## config.mk

```make
export PLATFORM = sky130hd
export DESIGN_NAME = led_wave_seq
export DESIGN_NICKNAME = d
export VERILOG_FILES = /design/src/rtl/led_seq_pkg.sv /design/src/rtl/led_wave_table.sv /design/src/rtl/led_step_timer.sv /design/src/rtl/led_wave_seq.sv
export SDC_FILE = /design/constraint.sdc
export NUM_CORES = 1
export LEC_CHECK = 0
export CELL_PAD_IN_SITES_DETAIL_PLACEMENT = 1
export CELL_PAD_IN_SITES_GLOBAL_PLACEMENT = 2
export CORE_MARGIN = 4
export CORE_UTILIZATION = 49
export DETAILED_ROUTE_END_ITERATION = 10
export MAX_ROUTING_LAYER = met4
export PLACE_DENSITY = 0.95
export SLEW_MARGIN = 30
export SYNTH_ARGS = -nofsm -noshare
export SYNTH_HDL_FRONTEND = slang
export SYNTH_HIERARCHICAL = 1
export SYNTH_SLANG_ARGS = --single-unit
```

## constraint.sdc

```tcl
create_clock -name clk -period 8.44 [get_ports clk]
set_input_delay 1.688 -clock clk [delete_from_list [all_inputs] [get_ports clk]]
set_output_delay 1.688 -clock clk [all_outputs]
set_load 0.005 [all_outputs]
```

## src/rtl/led_seq_pkg.sv

```systemverilog
package led_seq_pkg;

    typedef enum logic [1:0] {
        SEQ_IDLE = 2'd0,
        SEQ_RUN  = 2'd1,
        SEQ_HOLD = 2'd2
    } seq_mode_e;

endpackage

```

## src/rtl/led_wave_table.sv

```systemverilog
module led_wave_table #(
    parameter int DEPTH    = 64,
    parameter int DW       = 8,
    parameter int MAX_LOAD = 61,
    parameter int CNTW     = 8,
    localparam int AW      = $clog2(DEPTH),
    localparam int RW      = $clog2(MAX_LOAD + 1)
) (
    input  logic            clk,
    input  logic            rst_n,
    input  logic            ld_start_i,
    input  logic [AW-1:0]   ld_offset_i,
    input  logic [CNTW-1:0] ld_count_i,
    input  logic            ld_valid_i,
    input  logic [DW-1:0]   ld_data_i,
    input  logic [AW-1:0]   rd_addr_i,
    output logic [DW-1:0]   rd_data_o
);

    typedef struct packed {
        logic [DEPTH-1:0][DW-1:0] mem;
        logic [AW-1:0]            addr;
        logic [RW-1:0]            rem;
    } tbl_state_t;

    tbl_state_t s_d, s_q;

    always_comb begin
        s_d = s_q;
        if (ld_start_i) begin
            s_d.addr = ld_offset_i;
            if (ld_count_i > CNTW'(MAX_LOAD)) begin
                s_d.rem = RW'(MAX_LOAD);
            end else begin
                s_d.rem = RW'(ld_count_i);
            end
        end else if (ld_valid_i && (s_q.rem != '0)) begin
            s_d.mem[s_q.addr] = ld_data_i;
            s_d.addr          = s_q.addr + AW'(1);
            s_d.rem           = s_q.rem - RW'(1);
        end
    end

    always_ff @(posedge clk or negedge rst_n) begin
        if (!rst_n) begin
            s_q <= '0;
        end else begin
            s_q <= s_d;
        end
    end

    assign rd_data_o = s_q.mem[rd_addr_i];

endmodule

```

## src/rtl/led_step_timer.sv

```systemverilog
module led_step_timer #(
    parameter int CW   = 16,
    parameter int DIVW = 8
) (
    input  logic            clk,
    input  logic            rst_n,
    input  logic            restart_i,
    input  logic [CW-1:0]   reload_i,
    input  logic [DIVW-1:0] div_i,
    input  logic            run_i,
    input  logic            tick_i,
    output logic            step_o
);

    typedef struct packed {
        logic [CW-1:0]   cnt;
        logic [DIVW-1:0] dcnt;
        logic [CW-1:0]   rl;
        logic [DIVW-1:0] dv;
    } tmr_state_t;

    tmr_state_t s_d, s_q;
    logic       wrap_w;

    assign wrap_w = (s_q.cnt == '1);
    assign step_o = run_i && tick_i && wrap_w && (s_q.dcnt == '0);

    always_comb begin
        s_d = s_q;
        if (restart_i) begin
            s_d.cnt  = reload_i;
            s_d.dcnt = div_i;
            s_d.rl   = reload_i;
            s_d.dv   = div_i;
        end else if (run_i && tick_i) begin
            if (wrap_w) begin
                s_d.cnt = s_q.rl;
                if (s_q.dcnt == '0) begin
                    s_d.dcnt = s_q.dv;
                end else begin
                    s_d.dcnt = s_q.dcnt - DIVW'(1);
                end
            end else begin
                s_d.cnt = s_q.cnt + CW'(1);
            end
        end
    end

    always_ff @(posedge clk or negedge rst_n) begin
        if (!rst_n) begin
            s_q <= '0;
        end else begin
            s_q <= s_d;
        end
    end

endmodule

```

## src/rtl/led_wave_seq.sv

```systemverilog
module led_wave_seq
    import led_seq_pkg::*;
#(
    parameter int          DEPTH      = 64,
    parameter int          DW         = 8,
    parameter int          CW         = 16,
    parameter int          DIVW       = 8,
    parameter int          MAX_LOAD   = 61,
    parameter int          CNTW       = 8,
    parameter logic [7:0]  STATIC_RST = 8'h19,
    localparam int         AW         = $clog2(DEPTH)
) (
    input  logic            clk,
    input  logic            rst_n,
    input  logic            tick_i,
    input  logic            cfg_we_i,
    input  logic            cfg_en_i,
    input  logic [CW-1:0]   cfg_reload_i,
    input  logic [DIVW-1:0] cfg_div_i,
    input  logic            cfg_repeat_i,
    input  logic            lvl_we_i,
    input  logic [DW-1:0]   lvl_i,
    input  logic            ld_start_i,
    input  logic [AW-1:0]   ld_offset_i,
    input  logic [CNTW-1:0] ld_count_i,
    input  logic            ld_valid_i,
    input  logic [DW-1:0]   ld_data_i,
    output logic [DW-1:0]   bright_o,
    output logic            done_o
);

    localparam logic [AW-1:0] LAST = AW'(DEPTH - 1);

    typedef struct packed {
        seq_mode_e     mode;
        logic [AW-1:0] ptr;
        logic          rep;
        logic [DW-1:0] lvl;
    } seq_state_t;

    seq_state_t    s_d, s_q;
    logic          step_w;
    logic          start_w;
    logic          run_w;
    logic [AW-1:0] ptr_w;
    logic [DW-1:0] sample_w;

    assign start_w = cfg_we_i && cfg_en_i;
    assign run_w   = (s_q.mode == SEQ_RUN);
    assign ptr_w   = s_q.ptr;

    led_wave_table #(
        .DEPTH(DEPTH), .DW(DW), .MAX_LOAD(MAX_LOAD), .CNTW(CNTW)
    ) table_i (
        .clk(clk), .rst_n(rst_n),
        .ld_start_i(ld_start_i), .ld_offset_i(ld_offset_i),
        .ld_count_i(ld_count_i), .ld_valid_i(ld_valid_i),
        .ld_data_i(ld_data_i),
        .rd_addr_i(s_q.ptr), .rd_data_o(sample_w)
    );

    led_step_timer #(
        .CW(CW), .DIVW(DIVW)
    ) timer_i (
        .clk(clk), .rst_n(rst_n),
        .restart_i(start_w), .reload_i(cfg_reload_i), .div_i(cfg_div_i),
        .run_i(run_w), .tick_i(tick_i), .step_o(step_w)
    );

    always_comb begin
        s_d = s_q;
        if (lvl_we_i) begin
            s_d.lvl = lvl_i;
        end
        if (cfg_we_i) begin
            if (cfg_en_i) begin
                s_d.mode = SEQ_RUN;
                s_d.ptr  = '0;
                s_d.rep  = cfg_repeat_i;
            end else begin
                s_d.mode = SEQ_IDLE;
            end
        end else if (run_w && step_w) begin
            if (s_q.ptr == LAST) begin
                if (s_q.rep) begin
                    s_d.ptr = '0;
                end else begin
                    s_d.mode = SEQ_HOLD;
                end
            end else begin
                s_d.ptr = s_q.ptr + AW'(1);
            end
        end
    end

    always_ff @(posedge clk or negedge rst_n) begin
        if (!rst_n) begin
            s_q      <= '0;
            s_q.mode <= SEQ_IDLE;
            s_q.lvl  <= STATIC_RST;
        end else begin
            s_q <= s_d;
        end
    end

    assign bright_o = (s_q.mode == SEQ_IDLE) ? s_q.lvl : sample_w;
    assign done_o   = (s_q.mode == SEQ_HOLD);

endmodule

```

# == Word level (Yosys, flattened, before mapping) ==
# Index checks and enable logic that the tools add are counted.
# classes
eq_ne,7
order_cmp,4
n_addsub,5
bitwise,1
mux,22
reduce_logical,20
# ops
cell,n
512-bit bitwise mux,1
8-bit 2-to-1 mux,7
8-bit binary-select mux with 6-bit select,1
8-bit demux with 6-bit select,1
24-bit 2-to-1 mux,2
12-bit 2-to-1 mux,2
6-bit 2-to-1 mux,3
"16-bit by 1-bit adder with 16-bit output, second input constant",1
"16-bit equality test, second input constant",1
16-bit 2-to-1 mux,1
"6-bit by 7-bit less-than comparator with 1-bit output, second input constant",2
"6-bit by 1-bit adder with 6-bit output, second input constant",2
2-bit nonzero test,5
"8-bit by 6-bit > comparator with 1-bit output, second input constant",1
8-bit zero test,1
"8-bit by 1-bit subtractor with 8-bit output, second input constant",1
1-bit logical AND,7
7-bit 2-to-1 mux,1
"6-bit equality test, second input constant",1
"6-bit by 1-bit >= comparator with 1-bit output, second input constant",1
2-bit AND reduction,3
3-bit AND reduction,2
6-bit nonzero test,1
"6-bit by 1-bit subtractor with 6-bit output, second input constant",1
other kinds (9),10
# totals
ff_bits,589
output_inout_bits,9
elab_cells,133
in_bits,63

# == Depth between registers and ports, before layout ==
# Gate-level depths: netlist of run 1.
# logic_depth
depth_word,7
ltp_mapped,11
ltp_nobuf,9

# == By module ==
# The synthesis of run 1 kept the hierarchy.
# modules_own_cells
mod,seq_area_each_um2,cells_each,area_each_um2,n_inst
led_wave_table,13112.6,1580,24443.4,1
led_step_timer,1201.2,284,2626.3,1
led_wave_seq,429.2,82,907.1,1

# == Worst setup path before layout of run 1 ==
# Ideal clock, no wire load.
# synth_path
path_type,reg-to-output
from,"register s_q, in the netlist ptr_w[0]"
to,output port bright_o[1]
required_time_ns,6.752
stages_incl_launch_ff,10
slack_ns,4.529
path_buffers,4
t_arrival_ns,2.223
cell_sequence,dfrtp_1 > buf_6 > buf_12 > buf_12 > buf_4 > mux4_2 > o221ai_1 > o21ai_0 > a22o_1 > mux2_2
# synth_via
elab_chain_len,3
# synth_rtl
element,line_no,rtl
start: declaration,led_wave_seq.sv:41,"seq_state_t s_d, s_q;"
8-bit binary-select mux with 6-bit select,led_wave_table.sv:52,assign rd_data_o = s_q.mem[rd_addr_i];
8-bit 2-to-1 mux (implied by the code),led_wave_table.sv:52,
net sample_w[1],led_wave_seq.sv:46,logic [DW-1:0] sample_w;
8-bit 2-to-1 mux,led_wave_seq.sv:106,assign bright_o = (s_q.mode == SEQ_IDLE) ? s_q.lvl : sample_w;
end: declaration,led_wave_seq.sv:28,"output logic [DW-1:0] bright_o,"
# The timed path passes the listed nets, and every way through them passes these cells. The select of a mux whose other input is x is not followed.

# == Worst setup path after layout of run 1 ==
# layout_path
from,"register s_q, in the netlist ptr_w[1]"
to,output port bright_o[5]
# The elaborated chain is that of the path after synthesis.

==> results.sh, run 1 <==
export IMPL_status="completed"
export IMPL_synth_edf_count=0
export IMPL_synthFlopType="dfrtp_1"
export IMPL_io_buffer_count=71
export IMPL_globalRouteTotalUtil_pct=26.3
export IMPL_vias=17400
export IMPL_yosys_area_share_adder_pct=0.268
export IMPL_wl_per_cell_um=27.8
export IMPL_crit_path_start_kind="register"
export IMPL_yosysTopAreaCellShare_pct=52.4
export IMPL_synth_ff_latch_count=589
export IMPL_hp_class="register to register"
export IMPL_drt_drc_violations_left=0
export IMPL_layout_common_cells="dfrtp_1, mux2_2, mux4_2"
export IMPL_clock_path_buffers=3
export IMPL_cts_resized=0
export IMPL_power_mw=7.41
export IMPL_path_buf_inv=3
export IMPL_cts_sinks=589
export IMPL_max_clock_freq_mhz=165
export IMPL_synthArstFlopShare_pct=100
export IMPL_max_cap_viol_count=0
export IMPL_cts_root_buf="clkbuf_16"
export IMPL_die_area_mm2=0.0610
export IMPL_grt_pass1_vias=19400
export IMPL_drt_iter0_markers=1380
export IMPL_overflow=0
export IMPL_whs_ps=485
export IMPL_holdBufCountCts=0
export IMPL_ys_seq_area_share_pct=52.7
export IMPL_ant_nets=0
export IMPL_grt_setup_unrepaired="false"
export IMPL_hpwl_mm=48.4
export IMPL_final_fill_count=5212
export IMPL_p_comb_share_pct=13.2
export IMPL_worstSetupEndpoint="bright_o[5]"
export IMPL_grt_pass1_wl_mm=120
export IMPL_die_width_um=247
export IMPL_postCtsSetupBuffers=0
export IMPL_viasPerCell=6.28
export IMPL_htreeDepth=2
export IMPL_synthSimpleGateAreaFrac_pct=5.54
export IMPL_start_util_pct=49.5
export IMPL_required_ps=6750
export IMPL_slew_headroom_pct=40.0
export IMPL_routedLengthMet1_mm=31.1
export IMPL_syn_inst=1946
export IMPL_post_route_min_period_ps=6050
export IMPL_vdd_drop_max_mv=0.185
export IMPL_switching_power_mw=1.88
export IMPL_nNetsFinal=2039
export IMPL_finalWirelength_mm=77.1
export IMPL_switching_share_pct=25.4
export IMPL_synth_area_mm2=0.0280
export IMPL_powerDensity_mw_per_mm2=235
export IMPL_core_area_mm2=0.0565
export IMPL_hold_start="table_i/s_q[462]$_DFFE_PN0P_"
export IMPL_synth_mux_area_share_pct=33.9
export IMPL_wl_met3_mm=5.24
export IMPL_timing_setup_tns_ps=0
export IMPL_clock_skew_ps=20.1
export IMPL_fp_row_count=87
export IMPL_gp_congestion=0.867
export IMPL_tightest_slew_ps=897
export IMPL_synth_nets=2015
export IMPL_path_delay_family="buffers and inverters"
export IMPL_synth_xor_area_share_pct=0.313
export IMPL_cp_end_kind="primary output"
export IMPL_die_h_um=247
export IMPL_period_share_pct=71.7
export IMPL_syn_area_per_cell_um2=14.4
export IMPL_multi_input_area_mm2=0.0124
export IMPL_synth_top_family_by_area="multiplexers"
export IMPL_regToRegEndpoint="table_i/s_q[182]$_DFFE_PN0P_"
export IMPL_cts_tree="built"
export IMPL_synth_cell_types=88
export IMPL_clock_latency_ps=620
export IMPL_cp_max_fo=44
export IMPL_grt_max_degree=175
export IMPL_synth_compound_area_share_pct=4.41
export IMPL_arrival_ps=4360
export IMPL_diodes=0
export IMPL_startpoint="ptr_w[1]$_DFFE_PN0P_"
export IMPL_seqCellArea_mm2=0.0148
export IMPL_synth_area_leaders="dfrtp_1, mux2_2, mux4_2"
export IMPL_cts_buffers_inserted=61
export IMPL_grt_antenna_before_repair=1
export IMPL_reg2regPathDepth=8
export IMPL_hold_viol=0
export IMPL_r2r_start="table_i/s_q[0]$_DFFE_PN0P_"
export IMPL_setup_worst_path_class="register to primary output"
export IMPL_cpMaxStageDelayCell="dfrtp_4"
export IMPL_pin_count=72
export IMPL_drtPass1Iterations=5
export IMPL_p_leak_nw=14.2
export IMPL_highest_layer="met4"
export IMPL_internal_power_mw=5.52
export IMPL_met2_length_mm=37.9
export IMPL_power_frac_seq_pct=47.2
export IMPL_ys_warn_count=6
export IMPL_clockPowerShare_pct=39.6
export IMPL_cp_num_cells=8
export IMPL_clk_pin_slew_ps=70
export IMPL_drive_gt1_share_pct=42.2
export IMPL_setup_viol=0
export IMPL_slew_violations=0
export IMPL_yosys_area_top_type="dfrtp_1"
export IMPL_max_stage_delay_ps=660
export IMPL_regToRegSetupSlack_ps=5120
export IMPL_crit_chain="buf_12 > buf_4 > mux4_2 > o22ai_1 > a211oi_1 > a22o_1 > mux2_2 > clkdlybuf4s50_1"
export IMPL_area_growth_synth_to_final_pct=12.5
export IMPL_layout_commonest_cell="dfrtp_1"
[per-layer routing]
layer  track usage (%)  up-vias
met5                 -        -
met4              9.66        0
met3              6.34      174
met2              42.3      596
met1              32.6     9384
li1                  -     7273
[cell families after synthesis]
logic type | Yosys count
and+or+nand+nor | 273
muxes | 714
AOI/OAI and AO/OA | 185
adders and majority gates | 6
xor gates and xnor gates | 10
buffers and inverters | 169
DFF | 589
[metrics by stage]
stage	cell area, um2	setup slack, ps	cells	util, %
6_report	31500	2390	2775	55.7
5_1_grt	31500	2180	2775	55.7
4_1_cts	31400	2070	2771	55.5
3_5_place_dp	29200	2810	2659	51.6
3_3_place_gp	29100	2760	2655	51.5
2_1_floorplan	28000	4530	1946	-
[power by group through the flow]
stage,clock network [mW],registers [mW],logic (mW)
after floorplan,0,3.40,0.683
after global placement,0,3.48,0.893
after detailed placement,0,3.52,0.959
after CTS,2.97,3.48,0.978
after global routing,3.11,3.53,1.06
final,2.93,3.49,0.980
[how the worst min path moves through the flow]
stage / end / slack [ps] / cells past startpoint
4_1_cts: table_i/s_q[462]$_DFFE_PN0P_ / 490 / 1
2_1_floorplan: table_i/s_q[452]$_DFFE_PN0P_ / 450 / 1
6_report: table_i/s_q[462]$_DFFE_PN0P_ / 490 / 1
5_1_grt: table_i/s_q[516]$_DFFE_PN0P_ / 500 / 1
3_3_place_gp: table_i/s_q[452]$_DFFE_PN0P_ / 460 / 1
3_5_place_dp: table_i/s_q[139]$_DFFE_PN0P_ / 470 / 1
[registers in the layout, summed over array words and instances, names as in the netlist]
register	flops
ptr_w	6
s_q	11
table_i/s_q	524
timer_i/s_q	48
[layout make-up]
cell class / instances / share of cell area, %
sequential: 589 / 46.9
timing repair buffer: 101 / 3.29
inverter: 29 / 0.346
tap: 756 / 3.01
multi-input combinational: 1188 / 39.5
clock inverter: 33 / 1.51
clock buffer: 79 / 5.45
[Yosys cell counts (5+ instances only)]
cell type,instances
a31oi_1,9
inv_1,28
nand3_1,15
nor2_4,17
o22a_1,5
ha_1,6
mux4_2,117
clkbuf_1,78
nand2b_1,9
o22ai_1,17
dfrtp_1,586
a22o_1,7
mux2i_1,39
or3_1,11
buf_4,21
mux2_2,514
nor2_2,28
nor4_1,7
mux2_1,32
buf_1,13
a211oi_1,8
o21ai_0,44
nand2_1,85
buf_2,21
and2_1,7
nor3_1,11
mux4_1,12
a21oi_1,43
xnor2_1,7
o221ai_1,7
nand4_1,8
nor2_1,37
No activity file was read; power rests on OpenSTA's default activity.
==> run 2, diff against run 1 <==
Settings changed: CORE_UTILIZATION 49 to 46, PLACE_DENSITY 0.95 to 0.91.
Clock period 8.44 ns to 6.16 ns, I/O delays scaled along.
==> run 2 against run 1 <==
Net effect: sequential power rose by 36%; largest cell class unchanged; die area rose by 6.3%; sequential share of layout area barely moved; cell count grew 1.0%; clock skew increased by 18 ps; count of clock-buffer cells in the layout up 21; non-clock buffer count decreased by 6; power is 36% higher; highest routed layer unchanged; routed wire length shrank 2.9%; via count fell by 1.7%.
==> results.sh, run 2 (synthesis results as in run 1) <==
export IMPL_finalWirelength_mm=74.8
export IMPL_clock_skew_ps=37.7
export IMPL_wl_met3_mm=3.75
export IMPL_met2_length_mm=37.0
export IMPL_pin_count=72
export IMPL_start_util_pct=46.4
export IMPL_fp_row_count=90
export IMPL_dpl_cell_area_mm2=0.0292
export IMPL_largest_register="table_i/s_q"
export IMPL_powerDensity_mw_per_mm2=320
export IMPL_setup_viol=0
export IMPL_internal_power_mw=7.49
export IMPL_p_leak_nw=14.1
export IMPL_switching_share_pct=25.5
export IMPL_drt_drc_violations_left=0
export IMPL_grt_antenna_before_repair=0
export IMPL_die_width_um=255
export IMPL_power_frac_seq_pct=47.3
export IMPL_vias=17100
export IMPL_grt_pass1_wl_mm=118
export IMPL_largestRegisters="table_i/s_q (524), timer_i/s_q (48), s_q (11)"
export IMPL_required_ps=4930
export IMPL_cts_root_buf="clkbuf_16"
export IMPL_routedLengthMet1_mm=32.4
export IMPL_grt_max_degree=153
export IMPL_power_mw=10.1
export IMPL_nNetsFinal=2039
export IMPL_die_area_mm2=0.0648
export IMPL_cts_resized=0
export IMPL_cts_buffers_inserted=67
export IMPL_clock_latency_ps=620
export IMPL_status="completed"
export IMPL_layout_commonest_cell="dfrtp_1"
export IMPL_crit_path_start_kind="register"
export IMPL_holdBufCountCts=0
export IMPL_cp_end_kind="primary output"
export IMPL_diodes=0
export IMPL_drive_gt1_share_pct=41.9
export IMPL_htreeDepth=3
export IMPL_post_route_min_period_ps=5350
export IMPL_cts_tree="built"
export IMPL_clock_path_buffers=3
export IMPL_cp_max_fo=41
export IMPL_design_area_mm2=0.0314
export IMPL_gp_congestion=0.822
export IMPL_drtPass1Iterations=5
export IMPL_slew_violations=0
export IMPL_clk_pin_slew_ps=60
export IMPL_dpl_worst_slack_ps=1440
export IMPL_timing_setup_tns_ps=0
export IMPL_viasPerCell=6.11
export IMPL_setup_worst_path_class="register to primary output"
export IMPL_p_comb_share_pct=13.1
export IMPL_tightest_slew_ps=1020
export IMPL_clockPowerShare_pct=39.6
export IMPL_globalRouteTotalUtil_pct=24.1
export IMPL_timing_final_ws_setup_ps=811
export IMPL_max_clock_freq_mhz=187
export IMPL_hpwl_mm=46.7
export IMPL_cts_sinks=589
export IMPL_slew_headroom_pct=31.4
export IMPL_overflow=0
export IMPL_max_cap_viol_count=0
export IMPL_postCtsSetupBuffers=0
export IMPL_highest_layer="met4"
export IMPL_drt_iter0_markers=1228
export IMPL_wl_per_cell_um=26.7
export IMPL_ant_nets=0
export IMPL_grt_setup_unrepaired="false"
export IMPL_period_share_pct=86.8
export IMPL_die_h_um=255
export IMPL_largest_reg_flops=524
export IMPL_switching_power_mw=2.57
export IMPL_hp_class="register to register"
export IMPL_grt_pass1_vias=19200
export IMPL_area_growth_synth_to_final_pct=12.4
export IMPL_final_fill_count=5715
export IMPL_hold_viol=0
export IMPL_io_buffer_count=71
export IMPL_core_area_mm2=0.0602
export IMPL_vdd_drop_max_mv=0.197
export IMPL_arrival_ps=4120
export IMPL_layout_common_cells="dfrtp_1, mux2_2, mux4_2"
[run 2: cell count changes in the layout (fill, tap and decap cells not counted), moves of 5 or more]
cell / delta
clkbuf_8: +6
clkinv_2: -5
clkbuf_1: +8
clkbuf_16: +7
bufinv_16: -9
[run 2: per-stage QoR]
| step | hold WS, ps | std cells | util, % |
|---|---|---|---|
| after floorplan | 449 | 1946 | - |
| after global routing | 504 | 2803 | 52.2 |
| after detailed placement | 472 | 2683 | 48.5 |
| after CTS | 486 | 2803 | 52.2 |
| after global placement | 460 | 2683 | 48.5 |
| final | 480 | 2803 | 52.2 |
[run 2: path summary, 6_finish.rpt]
check | slack [ps] | end | start | cells past startpoint
max reg2reg | 2820 | ptr_w[0]$_DFFE_PN0P_ | timer_i/s_q[24]$_DFFE_PN0P_ | 8
max in group asynchronous | 4110 | table_i/s_q[443]$_DFFE_PN0P_ | rst_n | 2
min reg2reg | 480 | table_i/s_q[462]$_DFFE_PN0P_ | table_i/s_q[462]$_DFFE_PN0P_ | 1
max | 810 | bright_o[0] | ptr_w[0]$_DFFE_PN0P_ | 7
min in group asynchronous | 680 | table_i/s_q[52]$_DFFE_PN0P_ | rst_n | 1
min | 480 | table_i/s_q[462]$_DFFE_PN0P_ | table_i/s_q[462]$_DFFE_PN0P_ | 1
[run 2: cell type report]
| cell class | count | area, um2 | share of cell area, % |
|---|---|---|---|
| tap | 782 | 978 | 3.11 |
| timing repair buffer | 95 | 958 | 3.05 |
| clock buffer | 100 | 2000 | 6.37 |
| clock inverter | 20 | 191 | 0.609 |
| inverter | 29 | 109 | 0.346 |
| sequential | 589 | 14800 | 46.9 |
| multi-input combinational | 1188 | 12500 | 39.6 |
[run 2: worst max-delay path: stages (launching register included)]
cell	delay, ps
dfrtp_4	780
buf_12	370
mux4_2	560
mux4_2	490
nand2b_1	210
a22o_1	310
mux2_2	300
clkdlybuf4s50_1	460
[run 2: power by group through the flow]
stage,logic (mW),clock network [mW],registers [mW]
floorplan,0.935,0,4.66
global placement,1.23,0,4.74
detailed placement,1.31,0,4.81
CTS,1.33,4.07,4.75
global route,1.43,4.25,4.81
finish,1.32,3.98,4.76
[run 2: routing by layer]
metal | vias to the layer above | track usage [%]
met4 | 0 | 6.47
met2 | 449 | 39.3
met1 | 9267 | 31.7
met3 | 122 | 4.25
li1 | 7287 | -
met5 | - | -
